==> src/rtl/rzi_pkg.sv <==
package rzi_pkg;

    // Sample ticks per bit cell and the derived pulse and counter widths.
    localparam int SPB       = 8;
    localparam int PH_W      = $clog2(SPB);
    localparam int QUARTER   = SPB / 4;
    localparam int IDLE_ONES = 8;
    localparam int ONES_W    = $clog2(IDLE_ONES);

    typedef struct packed {
        logic            busy;
        logic            data;
        logic [PH_W-1:0] phase;
    } tx_state_t;

    typedef struct packed {
        logic [1:0]        sync;
        logic              prev;
        logic              active;
        logic              zero;
        logic [PH_W-1:0]   phase;
        logic [ONES_W-1:0] ones;
        logic              valid;
        logic              data;
    } rx_state_t;

endpackage

==> src/rtl/rzi_sample_timer.sv <==
module rzi_sample_timer #(
    parameter int DIV_FAST = 2,
    parameter int DIV_SLOW = 4
) (
    input  logic clk,
    input  logic rst_n,
    input  logic rate_fast,
    input  logic clear,
    output logic tick
);
    localparam int CNT_W = $clog2(DIV_SLOW + 1);

    logic [CNT_W-1:0] cnt_d, cnt_q, limit;

    always_comb begin
        limit = rate_fast ? CNT_W'(DIV_FAST - 1) : CNT_W'(DIV_SLOW - 1);
        tick  = (cnt_q >= limit);
        cnt_d = (clear || tick) ? '0 : cnt_q + 1'b1;
    end

    always_ff @(posedge clk) begin
        if (!rst_n) cnt_q <= '0;
        else        cnt_q <= cnt_d;
    end

    generate
        if (DIV_FAST > 1) begin : g_gap
            // ticks are never adjacent when every divider exceeds one
            a_r1_tick_gap: assert property (@(posedge clk) disable iff (!rst_n)
                tick |=> !tick);
        end
    endgenerate

endmodule

==> src/rtl/rzi_tx.sv <==
module rzi_tx
    import rzi_pkg::*;
(
    input  logic clk,
    input  logic rst_n,
    input  logic tick,
    input  logic tx_valid,
    input  logic tx_bit,
    output logic tx_ready,
    output logic ir_out,
    output logic clear
);
    tx_state_t s_d, s_q;
    logic last, accept;

    always_comb begin
        s_d      = s_q;
        last     = s_q.busy && tick && (s_q.phase == PH_W'(SPB - 1));
        tx_ready = !s_q.busy || last;
        accept   = tx_valid && tx_ready;
        clear    = accept;
        if (accept) begin
            s_d.busy  = 1'b1;
            s_d.data  = tx_bit;
            s_d.phase = '0;
        end else if (last) begin
            s_d.busy  = 1'b0;
            s_d.phase = '0;
        end else if (s_q.busy && tick) begin
            s_d.phase = s_q.phase + 1'b1;
        end
        ir_out = s_q.busy && !s_q.data && (s_q.phase < PH_W'(QUARTER));
    end

    always_ff @(posedge clk) begin
        if (!rst_n) s_q <= '0;
        else        s_q <= s_d;
    end

    // an accepted zero lights the emitter on the next cycle
    a_r2_zero_lights: assert property (@(posedge clk) disable iff (!rst_n)
        (tx_valid && tx_ready && !tx_bit) |=> ir_out);
    // an accepted one keeps the emitter dark on the next cycle
    a_r3_one_dark: assert property (@(posedge clk) disable iff (!rst_n)
        (tx_valid && tx_ready && tx_bit) |=> !ir_out);
    // the bit in flight cannot change while the port is not ready
    a_r4_hold_bit: assert property (@(posedge clk) disable iff (!rst_n)
        (s_q.busy && !tx_ready) |=> $stable(s_q.data));
    // no light without a bit in flight
    a_r5_idle_dark: assert property (@(posedge clk) disable iff (!rst_n)
        (!s_q.busy && !tx_valid) |=> !ir_out);

endmodule

==> src/rtl/rzi_rx.sv <==
module rzi_rx
    import rzi_pkg::*;
(
    input  logic clk,
    input  logic rst_n,
    input  logic tick,
    input  logic ir_in,
    output logic clear,
    output logic rx_valid,
    output logic rx_bit
);
    rx_state_t s_d, s_q;
    logic edge_w, window_end, emit, emit_bit;

    always_comb begin
        s_d        = s_q;
        s_d.sync   = {s_q.sync[0], ir_in};
        s_d.prev   = s_q.sync[1];
        edge_w     = s_q.sync[1] && !s_q.prev;
        window_end = s_q.active && tick && (s_q.phase == PH_W'(SPB - 1));
        emit       = 1'b0;
        emit_bit   = 1'b0;
        clear      = edge_w;
        if (edge_w) begin
            if (s_q.active && (s_q.phase >= PH_W'(SPB / 2))) begin
                emit     = 1'b1;
                emit_bit = !s_q.zero;
            end
            s_d.active = 1'b1;
            s_d.zero   = 1'b1;
            s_d.phase  = '0;
            s_d.ones   = '0;
        end else if (window_end) begin
            emit      = 1'b1;
            emit_bit  = !s_q.zero;
            s_d.phase = '0;
            s_d.zero  = 1'b0;
            if (!emit_bit) begin
                s_d.ones = '0;
            end else if (s_q.ones == ONES_W'(IDLE_ONES - 1)) begin
                s_d.active = 1'b0;
                s_d.ones   = '0;
            end else begin
                s_d.ones = s_q.ones + 1'b1;
            end
        end else if (s_q.active && tick) begin
            s_d.phase = s_q.phase + 1'b1;
        end
        s_d.valid = emit;
        s_d.data  = emit_bit;
        rx_valid  = s_q.valid;
        rx_bit    = s_q.data;
    end

    always_ff @(posedge clk) begin
        if (!rst_n) s_q <= '0;
        else        s_q <= s_d;
    end

    // each decoded bit is a single-cycle strobe
    a_r7_single_strobe: assert property (@(posedge clk) disable iff (!rst_n)
        rx_valid |=> !rx_valid);
    // a light edge restarts the cell and arms the receiver
    a_r8_resync: assert property (@(posedge clk) disable iff (!rst_n)
        edge_w |=> (s_q.active && s_q.phase == '0 && s_q.zero));
    // a silent receiver emits nothing until a light edge
    a_r9_quiet: assert property (@(posedge clk) disable iff (!rst_n)
        (!s_q.active && !edge_w) |=> !rx_valid);

endmodule

==> src/rtl/rzi_ir_modem.sv <==
module rzi_ir_modem #(
    parameter int DIV_FAST = 2,
    parameter int DIV_SLOW = 4
) (
    input  logic clk,
    input  logic rst_n,
    input  logic rate_fast,
    input  logic tx_valid,
    input  logic tx_bit,
    output logic tx_ready,
    output logic ir_out,
    input  logic ir_in,
    output logic rx_valid,
    output logic rx_bit
);
    logic tx_tick, tx_clear, rx_tick, rx_clear;

    rzi_sample_timer #(.DIV_FAST(DIV_FAST), .DIV_SLOW(DIV_SLOW)) u_tx_timer (
        .clk(clk), .rst_n(rst_n), .rate_fast(rate_fast),
        .clear(tx_clear), .tick(tx_tick)
    );

    rzi_sample_timer #(.DIV_FAST(DIV_FAST), .DIV_SLOW(DIV_SLOW)) u_rx_timer (
        .clk(clk), .rst_n(rst_n), .rate_fast(rate_fast),
        .clear(rx_clear), .tick(rx_tick)
    );

    rzi_tx u_tx (
        .clk(clk), .rst_n(rst_n), .tick(tx_tick),
        .tx_valid(tx_valid), .tx_bit(tx_bit), .tx_ready(tx_ready),
        .ir_out(ir_out), .clear(tx_clear)
    );

    rzi_rx u_rx (
        .clk(clk), .rst_n(rst_n), .tick(rx_tick), .ir_in(ir_in),
        .clear(rx_clear), .rx_valid(rx_valid), .rx_bit(rx_bit)
    );

endmodule

==> config.mk <==
export PLATFORM = sky130hd
export DESIGN_NAME = rzi_ir_modem
export DESIGN_NICKNAME = d
export VERILOG_FILES = /design/src/rtl/rzi_pkg.sv /design/src/rtl/rzi_sample_timer.sv /design/src/rtl/rzi_tx.sv /design/src/rtl/rzi_rx.sv /design/src/rtl/rzi_ir_modem.sv
export SDC_FILE = /design/constraint.sdc
export NUM_CORES = 1
export LEC_CHECK = 0
export BUFFER_PORTS_ARGS = -buffer_cell sky130_fd_sc_hd__buf_2
export CAP_MARGIN = 25
export CORE_MARGIN = 10
export CORE_UTILIZATION = 60
export DETAILED_ROUTE_END_ITERATION = 16
export HOLD_SLACK_MARGIN = 0.08
export PLACE_DENSITY = 0.82
export SETUP_SLACK_MARGIN = 0.2
export SYNTH_ARGS = -nofsm -noshare
export SYNTH_HDL_FRONTEND = slang
export SYNTH_SLANG_ARGS = --single-unit
==> constraint.sdc <==
create_clock -name clk -period 2.61 [get_ports clk]
set_input_delay 0.261 -clock clk [delete_from_list [all_inputs] [get_ports clk]]
set_output_delay 0.261 -clock clk [all_outputs]
set_load 0.02 [all_outputs]
==> flow_summary.yaml, run 1 <==
worst_setup_path:
  critical_path_class: "flop to output port"
  reg2reg_slack_ns: 1.14
  path_cells: "ha_1 > a211o_1 > a21oi_1 > inv_1 > buf_2"
  worstReg2RegStart: "u_rx_timer.cnt_q[1]"
  max_stage_delay_ns: 0.34
  crit_path_end_kind: "output port"
  ff2ff_path_depth: 4
  worst_path_max_delay_cell: "dfxtp_1"
  reg2reg_to: "u_rx.s_q[9]"
  start_kind: "flop"
  required_ns: 2.35
  crit_family: "compound AO/OA/AOI/OAI gates"
  cp_max_fo: 3
  worst-path-buf-inv: 2
  arrival_ns: 1.68
placement:
  place_ws_ns: 0.927
  port_buffers: 9
  routabilityCongestion: 0.778
  place_area_um2: 1120
  hpwl_um: 1380
floorplanning:
  rows: 15
  start_util: 0.629
  dieWidth_um: 62.3
  dieArea_um2: 3880
  die_y_um: 62.3
  core-area_um2: 1710
  ios: 10
worst_hold_path:
  hold_path.class: "primary input to flop"
  hold_depth: 2
  hp-start: "ir_in"
  holdPathEnd: "u_rx.s_d[12]"
sta:
  fin_ws_ns: 0.670
  min_period_ns: 1.94
  setup_viol: 0
  max-slew-margin-rel: 0.721
  grt_setup_unrepaired: "no"
  skew_ns: 0.00695
  finalSetupTns_ns: 0
  fin_crit_sh: 0.743
  worst_slew_pin_slew_ns: 0.416
  fmax_mhz: 515
  drv_slew: 0
  hold_viol: 0
cts:
  htreeDepth: 1
  cts_max_path_buffers: 2
  clock_sinks: 24
  cts-root-buf: "clkbuf_4"
  post_cts_buffers: 0
  cts_tree: "built"
  cts_hold_buf: 0
  worstSkewPairLatency_ns: 0.31
  cts_resized: 0
  path_clk_slew_ns: 0.12
  cts_made_buffers: 3
power:
  powerDensity_nw_per_um2: 544
  p_leak_nw: 0.490
  ir_drop_mv: 0.463
synthesis:
  yosysMostFrequentCell: "dfxtp_1"
  ys_ff_latch: 24
  syn_inst: 111
  synth_edf_count: 0
  yosysWarnings: 0
  netlist_area_um2: 1070
  postSynthAreaPerCell_um2: 9.67
  ys_async_sr_fraction: 0
  seq_area_frac_synth: 0.448
  synth_flop_cell: "dfxtp_1"
  synth_area_leaders: "dfxtp_1, ha_1, a21oi_1, mux2i_1, nand4b_1"
  synth_nets: 127
  synth.distinct_cells: 30
  synthTopCellsByCount: "dfxtp_1, ha_1, a21oi_1, nand2_1, o21ai_0"
  yosysTopAreaCell: "dfxtp_1"
  synth_top_area_share: 0.448
global_route:
  grtUsageMet3: 0.0323
  antenna_found_initial: 0
  grt_pass1_vias: 799
  grt_start_max_net_pins: 18
  grt_pass1_wl_um: 3190
  use_met1: 0.111
  grt_overflow: 0
  groute.usage.overall: 0.0958
  busiest_layer: "met2"
  use_met2: 0.150
cells_and_area:
  diodes: 0
  multi_input_area_um2: 546
  layout.nets: 137
  area_delta_synth_final_pct: 6.88
  fin_area_um2: 1150
  drive_above_1_share: 0.126
  fillers: 145
  regArea_um2: 480
  fin_util: 0.672
drt:
  wl_per_cell_um: 12.7
  viasPerCell: 5.72
  totalWireLength_um: 1820
  drt_iter0_drc: 8
  drcViolationCount: 0
  postRouteAntennaNets: 0
  dr.pass1.iters: 4
  via_count: 824
status:
  outcome: "finished clean"
job:
  maxCapViolations: 0
registers in the layout, indices dropped and copies added (netlist names):
signal	flops
u_rx.rx_valid	1
u_rx_timer.cnt_q	3
u_rx.s_q	9
u_tx_timer.cnt_q	3
u_rx.rx_bit	1
u_tx.s_q	5
u_rx.s_d	2
layout by cell type (no fill, tap or decap):
cell / synthesis / layout
inv_2: 1 / 1
and4b_1: 1 / 1
nor3_1: 2 / 2
nand3_1: 5 / 5
a211oi_2: 1 / 1
a21oi_1: 8 / 8
xnor2_1: 1 / 1
o21a_1: 1 / 1
or4_1: 2 / 2
and3_4: 1 / 1
and2_1: 3 / 3
a41o_1: 1 / 1
o22ai_1: 1 / 1
inv_1: 5 / 5
mux2i_1: 4 / 4
ha_1: 10 / 10
a41oi_1: 1 / 1
clkbuf_4: 0 / 3
nand2_1: 8 / 8
buf_2: 2 / 9
nand4b_1: 4 / 4
o21ai_0: 7 / 7
nor4_1: 2 / 2
nand4_1: 2 / 2
dfxtp_1: 24 / 24
nor2_1: 5 / 5
a211o_1: 2 / 2
a211oi_1: 3 / 3
nand2b_1: 2 / 2
cells by family (layout without fill, tap and decap cells):
family / after synthesis / after routing / synth area share
and+or+nand+nor: 37 / 37 / 0.197
buffers and inverters: 10 / 18 / 0.0443
adders and majority gates: 10 / 10 / 0.117
xor gates and xnor gates: 1 / 1 / 0.00816
AOI/OAI and AO/OA: 25 / 25 / 0.149
DFF: 24 / 24 / 0.448
muxes: 4 / 4 / 0.0373
worst register-to-register path, cell delays in order, from the launching register on:
cell and delay (ns):
dfxtp_1 0.33, ha_1 0.32, a211o_1 0.37, a41o_1 0.26
a21oi_1 0.14
routing by layer:
layer,wire [um],share of wire
met1,919,0.50
met2,790,0.43
met3,71,0.039
met4,41,0.022
met5,0,0
worst max path at each step:
stage                   to  slack, ns                start  cells past startpoint
2_1_floorplan  u_rx.s_q[3]       1.14  u_rx_timer.cnt_q[1]                      5
3_3_place_gp      tx_ready       0.94            rate_fast                      6
3_5_place_dp      tx_ready       0.93            rate_fast                      6
4_1_cts           tx_ready       0.66  u_tx_timer.cnt_q[1]                      5
5_1_grt           tx_ready       0.53  u_tx_timer.cnt_q[1]                      5
6_report          tx_ready       0.67  u_tx_timer.cnt_q[1]                      5
final cells by class:
cell class,instances,area share
Clock buffer,3,0.0196
Inverter,6,0.0196
Multi-Input combinational cell,77,0.475
Sequential cell,24,0.419
Tap cell,25,0.0273
Timing Repair Buffer,9,0.0393
power breakdown:
part | leakage (nW) | internal [mW] | switching (mW)
logic | 0.281 | 0.0295 | 0.0465
registers | 0.195 | 0.381 | 0.0133
clock network | 0.0138 | 0.0539 | 0.101
total | 0.490 | 0.464 | 0.160
metrics by stage:
stage	hold slack [ns]	total power [mW]	instances
finish	0.153	0.624	144
global route	0.161	0.656	144
CTS	0.154	0.627	144
detailed placement	0.441	0.478	141
global placement	0.423	0.473	141
floorplan	0.385	0.457	111
No activity file was read; power rests on OpenSTA's default activity.
==> run 2: changes to the inputs <==
--- a/config.mk
+++ b/config.mk
@@ -8,10 +8,10 @@
 export BUFFER_PORTS_ARGS = -buffer_cell sky130_fd_sc_hd__buf_2
 export CAP_MARGIN = 25
 export CORE_MARGIN = 10
-export CORE_UTILIZATION = 60
+export CORE_UTILIZATION = 51
 export DETAILED_ROUTE_END_ITERATION = 16
 export HOLD_SLACK_MARGIN = 0.08
-export PLACE_DENSITY = 0.82
+export PLACE_DENSITY = 0.75
 export SETUP_SLACK_MARGIN = 0.2
 export SYNTH_ARGS = -nofsm -noshare
 export SYNTH_HDL_FRONTEND = slang
==> constraint.sdc (replaced) <==
create_clock -name clk -period 1.7 [get_ports clk]
set_input_delay 0.17 -clock clk [delete_from_list [all_inputs] [get_ports clk]]
set_output_delay 0.17 -clock clk [all_outputs]
set_load 0.02 [all_outputs]
==> run 2 against run 1 <==
Net effect: cell count is 2.8% higher; largest cell class unchanged; critical path depth is the same; clock power grew 54%; clock skew decreased by 0.0049 ns; critical path type unchanged; utilization decreased by 5.2 points; sequential cell count unchanged; sequential power is 54% higher.
==> flow_summary.yaml, run 2 (synthesized netlist as in run 1, its figures left out) <==
floorplanning:
  core-area_um2: 1980
  die_y_um: 65.9
  start_util: 0.542
  rows: 16
  dieArea_um2: 4340
  ios: 10
  dieWidth_um: 65.9
cells_and_area:
  final_cell_mix: "dfxtp_1, nand2_1, buf_2"
  layout.nets: 139
  area_delta_synth_final_pct: 14.5
  drive_above_1_share: 0.215
  top_regs: "u_rx.s_q: 9 flops, u_tx.s_q: 5 flops"
  final_common_cell: "dfxtp_1"
  diodes: 0
  largest_reg_flops: 9
  regMostFlops: "u_rx.s_q"
  fillers: 182
  fin_util: 0.620
  fin_cells: 148
global_route:
  grt_overflow: 0
  grt_start_max_net_pins: 18
  antenna_found_initial: 0
  grt_pass1_vias: 857
  grt_pass1_wl_um: 3480
  groute.usage.overall: 0.0991
sta:
  setup_viol: 0
  grt_setup_unrepaired: "yes"
  skew_ns: 0.00202
  fin_crit_sh: 0.997
  worst_slew_pin_slew_ns: 0.397
  drv_slew: 0
  fmax_mhz: 590
  hold_viol: 0
  min_period_ns: 1.70
  max-slew-margin-rel: 0.735
  finalSetupTns_ns: 0
cts:
  cts-root-buf: "clkbuf_4"
  cts_max_path_buffers: 2
  cts_tree: "built"
  worstSkewPairLatency_ns: 0.30
  htreeDepth: 1
  path_clk_slew_ns: 0.12
  clock_sinks: 24
  cts_made_buffers: 3
power:
  power.internal_uw: 732
  powerDensity_nw_per_um2: 805
  p_switching_uw: 258
  p_sw_frac: 0.260
  p_clk_frac: 0.241
  p_leak_nw: 0.498
  comb_power_share: 0.145
  seqPwrFrac: 0.614
  ir_drop_mv: 0.544
drt:
  totalWireLength_um: 1970
  viasPerCell: 5.57
  dr.pass1.iters: 4
  drcViolationCount: 0
  wl_per_cell_um: 13.3
  postRouteAntennaNets: 0
  drt_iter0_drc: 18
  via_count: 824
worst_setup_path:
  arrival_ns: 1.53
  start_kind: "flop"
  cp_max_fo: 2
  required_ns: 1.53
  critical_path_class: "flop to output port"
  crit_path_end_kind: "output port"
placement:
  port_buffers: 9
  dp.cells: 143
  routabilityCongestion: 0.790
  hpwl_um: 1460
status:
  outcome: "finished clean"
worst_hold_path:
  hold_path.class: "primary input to flop"
job:
  maxCapViolations: 0
-- run 2: changes by cell type in the layout (fill, tap and decap cells not counted), sizes merged --
cell	delta
buf	+1
dlygate4sd3	+1
-- run 2: routing by layer --
metal / part of all wire / track usage
met1: 0.47 / 0.104
met2: 0.49 / 0.168
met3: 0.023 / 0.0305
met4: 0.0071 / 0.0615
met5: 0 / 0
-- run 2: path summary, 6_finish.rpt --
check                                          from            to  slack, ns  cells after the start
worst min register to register         u_rx.s_d[12]  u_rx.s_d[10]       0.46                      1
worst max register to register          u_rx.s_q[5]   u_rx.s_q[5]       0.29                      4
worst max-delay path            u_tx_timer.cnt_q[1]      tx_ready      0.005                      5
worst min-delay path                         tx_bit   u_tx.s_q[3]        0.1                      3
-- run 2: area by class of cell --
cell class,instances,area (um^2),share of cell area
multi-input cells,77,598,0.487
flip-flops and latches,24,483,0.393
repair buffers,11,68.8,0.0560
well taps,27,33.8,0.0275
clock buffers,3,22.5,0.0183
inverters,6,22.5,0.0183
-- run 2: through the flow --
step           total power, mW  hold slack [ns]  worst slack [ns]  instance area [um^2]
2_1_floorplan            0.702            0.294             0.234                  1070
3_3_place_gp             0.728            0.379             0.208                  1130
3_5_place_dp             0.733            0.383             0.165                  1130
4_1_cts                  0.988           0.0869          -0.00210                  1200
5_1_grt                   1.05           0.0970           -0.0781                  1230
6_report                 0.989           0.0965           0.00486                  1230
-- run 2: power by group through the flow --
stage | registers [mW] | logic (mW) | clock network (mW)
2_1_floorplan | 0.612 | 0.0903 | 0
5_1_grt | 0.611 | 0.160 | 0.274
3_5_place_dp | 0.617 | 0.117 | 0
4_1_cts | 0.605 | 0.131 | 0.252
3_3_place_gp | 0.615 | 0.112 | 0
6_report | 0.608 | 0.143 | 0.238
-- run 2: worst max-delay path: stages, from the launching register on --
cell and delay (ns):
dfxtp_2 0.35, ha_4 0.21, a211o_1 0.29, a21oi_2 0.17, inv_1 0.07, buf_6 0.13
-- run 2: repair_timing --
item                                    4_1_cts  5_1_grt
endpoints found under the setup margin        2       12
hold buffers                                  1        0
hold endpoints to repair                      1        0
resized for setup                             6        6
setup buffers                                 1        0
pin swaps                                     2        1
==> run 3: changes to the inputs <==
--- a/config.mk
+++ b/config.mk
@@ -7,11 +7,13 @@
 export LEC_CHECK = 0
 export BUFFER_PORTS_ARGS = -buffer_cell sky130_fd_sc_hd__buf_2
 export CAP_MARGIN = 25
+export CELL_PAD_IN_SITES_DETAIL_PLACEMENT = 1
+export CELL_PAD_IN_SITES_GLOBAL_PLACEMENT = 1
 export CORE_MARGIN = 10
-export CORE_UTILIZATION = 51
+export CORE_UTILIZATION = 39
 export DETAILED_ROUTE_END_ITERATION = 16
 export HOLD_SLACK_MARGIN = 0.08
-export PLACE_DENSITY = 0.75
+export PLACE_DENSITY = 0.74
 export SETUP_SLACK_MARGIN = 0.2
 export SYNTH_ARGS = -nofsm -noshare
 export SYNTH_HDL_FRONTEND = slang
==> run 3 against run 2 <==
Net effect: sequential power barely moved; utilization decreased by 11 points; via count grew 3.0%; sequential cell count is the same; combinational power grew 8%; largest cell class unchanged.
==> flow_summary.yaml, run 3 (synthesized netlist as in run 1, its figures left out) <==
drt:
  via_count: 849
  drt_iter0_drc: 16
  wl_per_cell_um: 14.9
  postRouteAntennaNets: 0
  totalWireLength_um: 2310
  dr.pass1.iters: 4
  viasPerCell: 5.48
  drcViolationCount: 0
sta:
  skew_ns: 0.00945
  fin_crit_sh: 0.993
  hold_viol: 0
  max-slew-margin-rel: 0.748
  fin_ws_ns: 0.0123
  min_period_ns: 1.69
  timing.hold.ws_ns: 0.200
  setup_viol: 0
  grt_setup_unrepaired: "yes"
  fmax_mhz: 593
  drv_slew: 0
  worst_slew_pin_slew_ns: 0.378
worst_setup_path:
  start_kind: "flop"
  required_ns: 1.53
  reg2reg_slack_ns: 0.24
  max_stage_delay_ns: 0.37
  arrival_ns: 1.52
  worst-path-buf-inv: 2
  worstReg2RegStart: "u_rx.s_q[5]"
  reg2reg_to: "u_rx.s_q[5]"
  ff2ff_path_depth: 4
  crit_family: "compound AO/OA/AOI/OAI gates"
  worst_path_max_delay_cell: "dfxtp_2"
  crit_path_end_kind: "output port"
  critical_path_class: "flop to output port"
  cp_max_fo: 2
  path_cells: "ha_4 > a211o_1 > a21oi_2 > inv_1 > buf_6"
power:
  powerDensity_nw_per_um2: 908
  p_switching_uw: 284
  ir_drop_mv: 0.699
  p_leak_nw: 0.527
  p_sw_frac: 0.241
  power.internal_uw: 894
  p_clk_frac: 0.352
  seqPwrFrac: 0.517
  comb_power_share: 0.131
cells_and_area:
  top_regs: "u_rx.s_q: 9 flops, u_tx.s_q: 5 flops"
  final_cell_mix: "dfxtp_1, nand2_1, o21ai_0, buf_2"
  regMostFlops: "u_rx.s_q"
  area_delta_synth_final_pct: 21.0
  diodes: 0
  layout.nets: 142
  fin_cells: 155
  final_common_cell: "dfxtp_1"
  drive_above_1_share: 0.248
  fin_area_um2: 1300
  largest_reg_flops: 9
status:
  outcome: "finished clean"
global_route:
  grt_start_max_net_pins: 18
  grt_overflow: 0
  antenna_found_initial: 0
  grt_pass1_vias: 889
  grt_pass1_wl_um: 3910
  groute.usage.overall: 0.0916
placement:
  hpwl_um: 1610
  routabilityCongestion: 0.833
  port_buffers: 9
  place_ws_ns: 0.187
  place_area_um2: 1130
  dp.cells: 146
worst_hold_path:
  hold_path.class: "primary input to flop"
  hp-start: "rst_n"
  holdPathEnd: "u_tx.s_q[4]"
  hold_depth: 2
job:
  maxCapViolations: 0
floorplanning:
  core-area_um2: 2540
  ios: 10
  dieArea_um2: 5250
  rows: 18
  start_util: 0.422
  die_y_um: 72.5
  dieWidth_um: 72.5
cts:
  cts_tree: "built"
  cts_max_path_buffers: 2
  cts_made_buffers: 3
  worstSkewPairLatency_ns: 0.32
  path_clk_slew_ns: 0.14
  cts-root-buf: "clkbuf_4"
  htreeDepth: 1
  clock_sinks: 24
run 3: cell types whose count changed in the layout (fill, tap and decap cells not counted), sizes merged:
cell and change:
bufinv +1, buf +1, dlygate4sd3 +2
run 3: cell type report:
class	instances	area, um^2
fill	295	1250
multi-input combinational	77	602
sequential	24	485
timing repair buffer	14	98.8
tap	30	37.5
clock inverter	1	30.0
clock buffer	3	22.5
inverter	6	22.5
run 3: worst max path at each step:
stage | startpoint | endpoint | slack (ns) | depth (start not counted)
after floorplan | u_rx_timer.cnt_q[1] | u_rx.s_q[3] | 0.23 | 5
after global routing | u_tx_timer.cnt_q[1] | tx_ready | -0.08 | 5
after CTS | u_tx_timer.cnt_q[1] | tx_ready | 0.01 | 5
final | u_tx_timer.cnt_q[1] | tx_ready | 0.01 | 5
after detailed placement | u_tx_timer.cnt_q[1] | tx_ready | 0.19 | 5
after global placement | rate_fast | tx_ready | 0.20 | 6
run 3: what timing repair did:
| action | CTS | global route |
|---|---|---|
| gates resized for setup | 6 | 10 |
| pin swaps | 2 | 1 |
| endpoints found under the hold margin | 3 | 0 |
| buffers inserted | 2 | 0 |
| hold buffers | 3 | 0 |
| endpoints found under the setup margin | 2 | 11 |
run 3: layer usage:
metal  part of all wire  track usage  up-vias
met5                  0            0        -
met2               0.49        0.155        8
met3              0.042       0.0449        2
met1               0.45       0.0963      403
met4             0.0091       0.0316        0
li1                   -            -      436
run 3: metrics by stage:
step            util  TNS, ns  total power, mW
2_1_floorplan      -        0            0.702
3_3_place_gp   0.444        0            0.731
6_report       0.510        0             1.18
4_1_cts        0.493        0             1.18
3_5_place_dp   0.444        0            0.739
5_1_grt        0.510  -0.0753             1.25
run 3: power by group through the flow:
stage / registers, mW / logic, mW / clock network [mW]
floorplan: 0.612 / 0.0903 / 0
global placement: 0.616 / 0.115 / 0
detailed placement: 0.618 / 0.121 / 0
CTS: 0.607 / 0.141 / 0.429
global route: 0.614 / 0.174 / 0.463
finish: 0.610 / 0.154 / 0.415
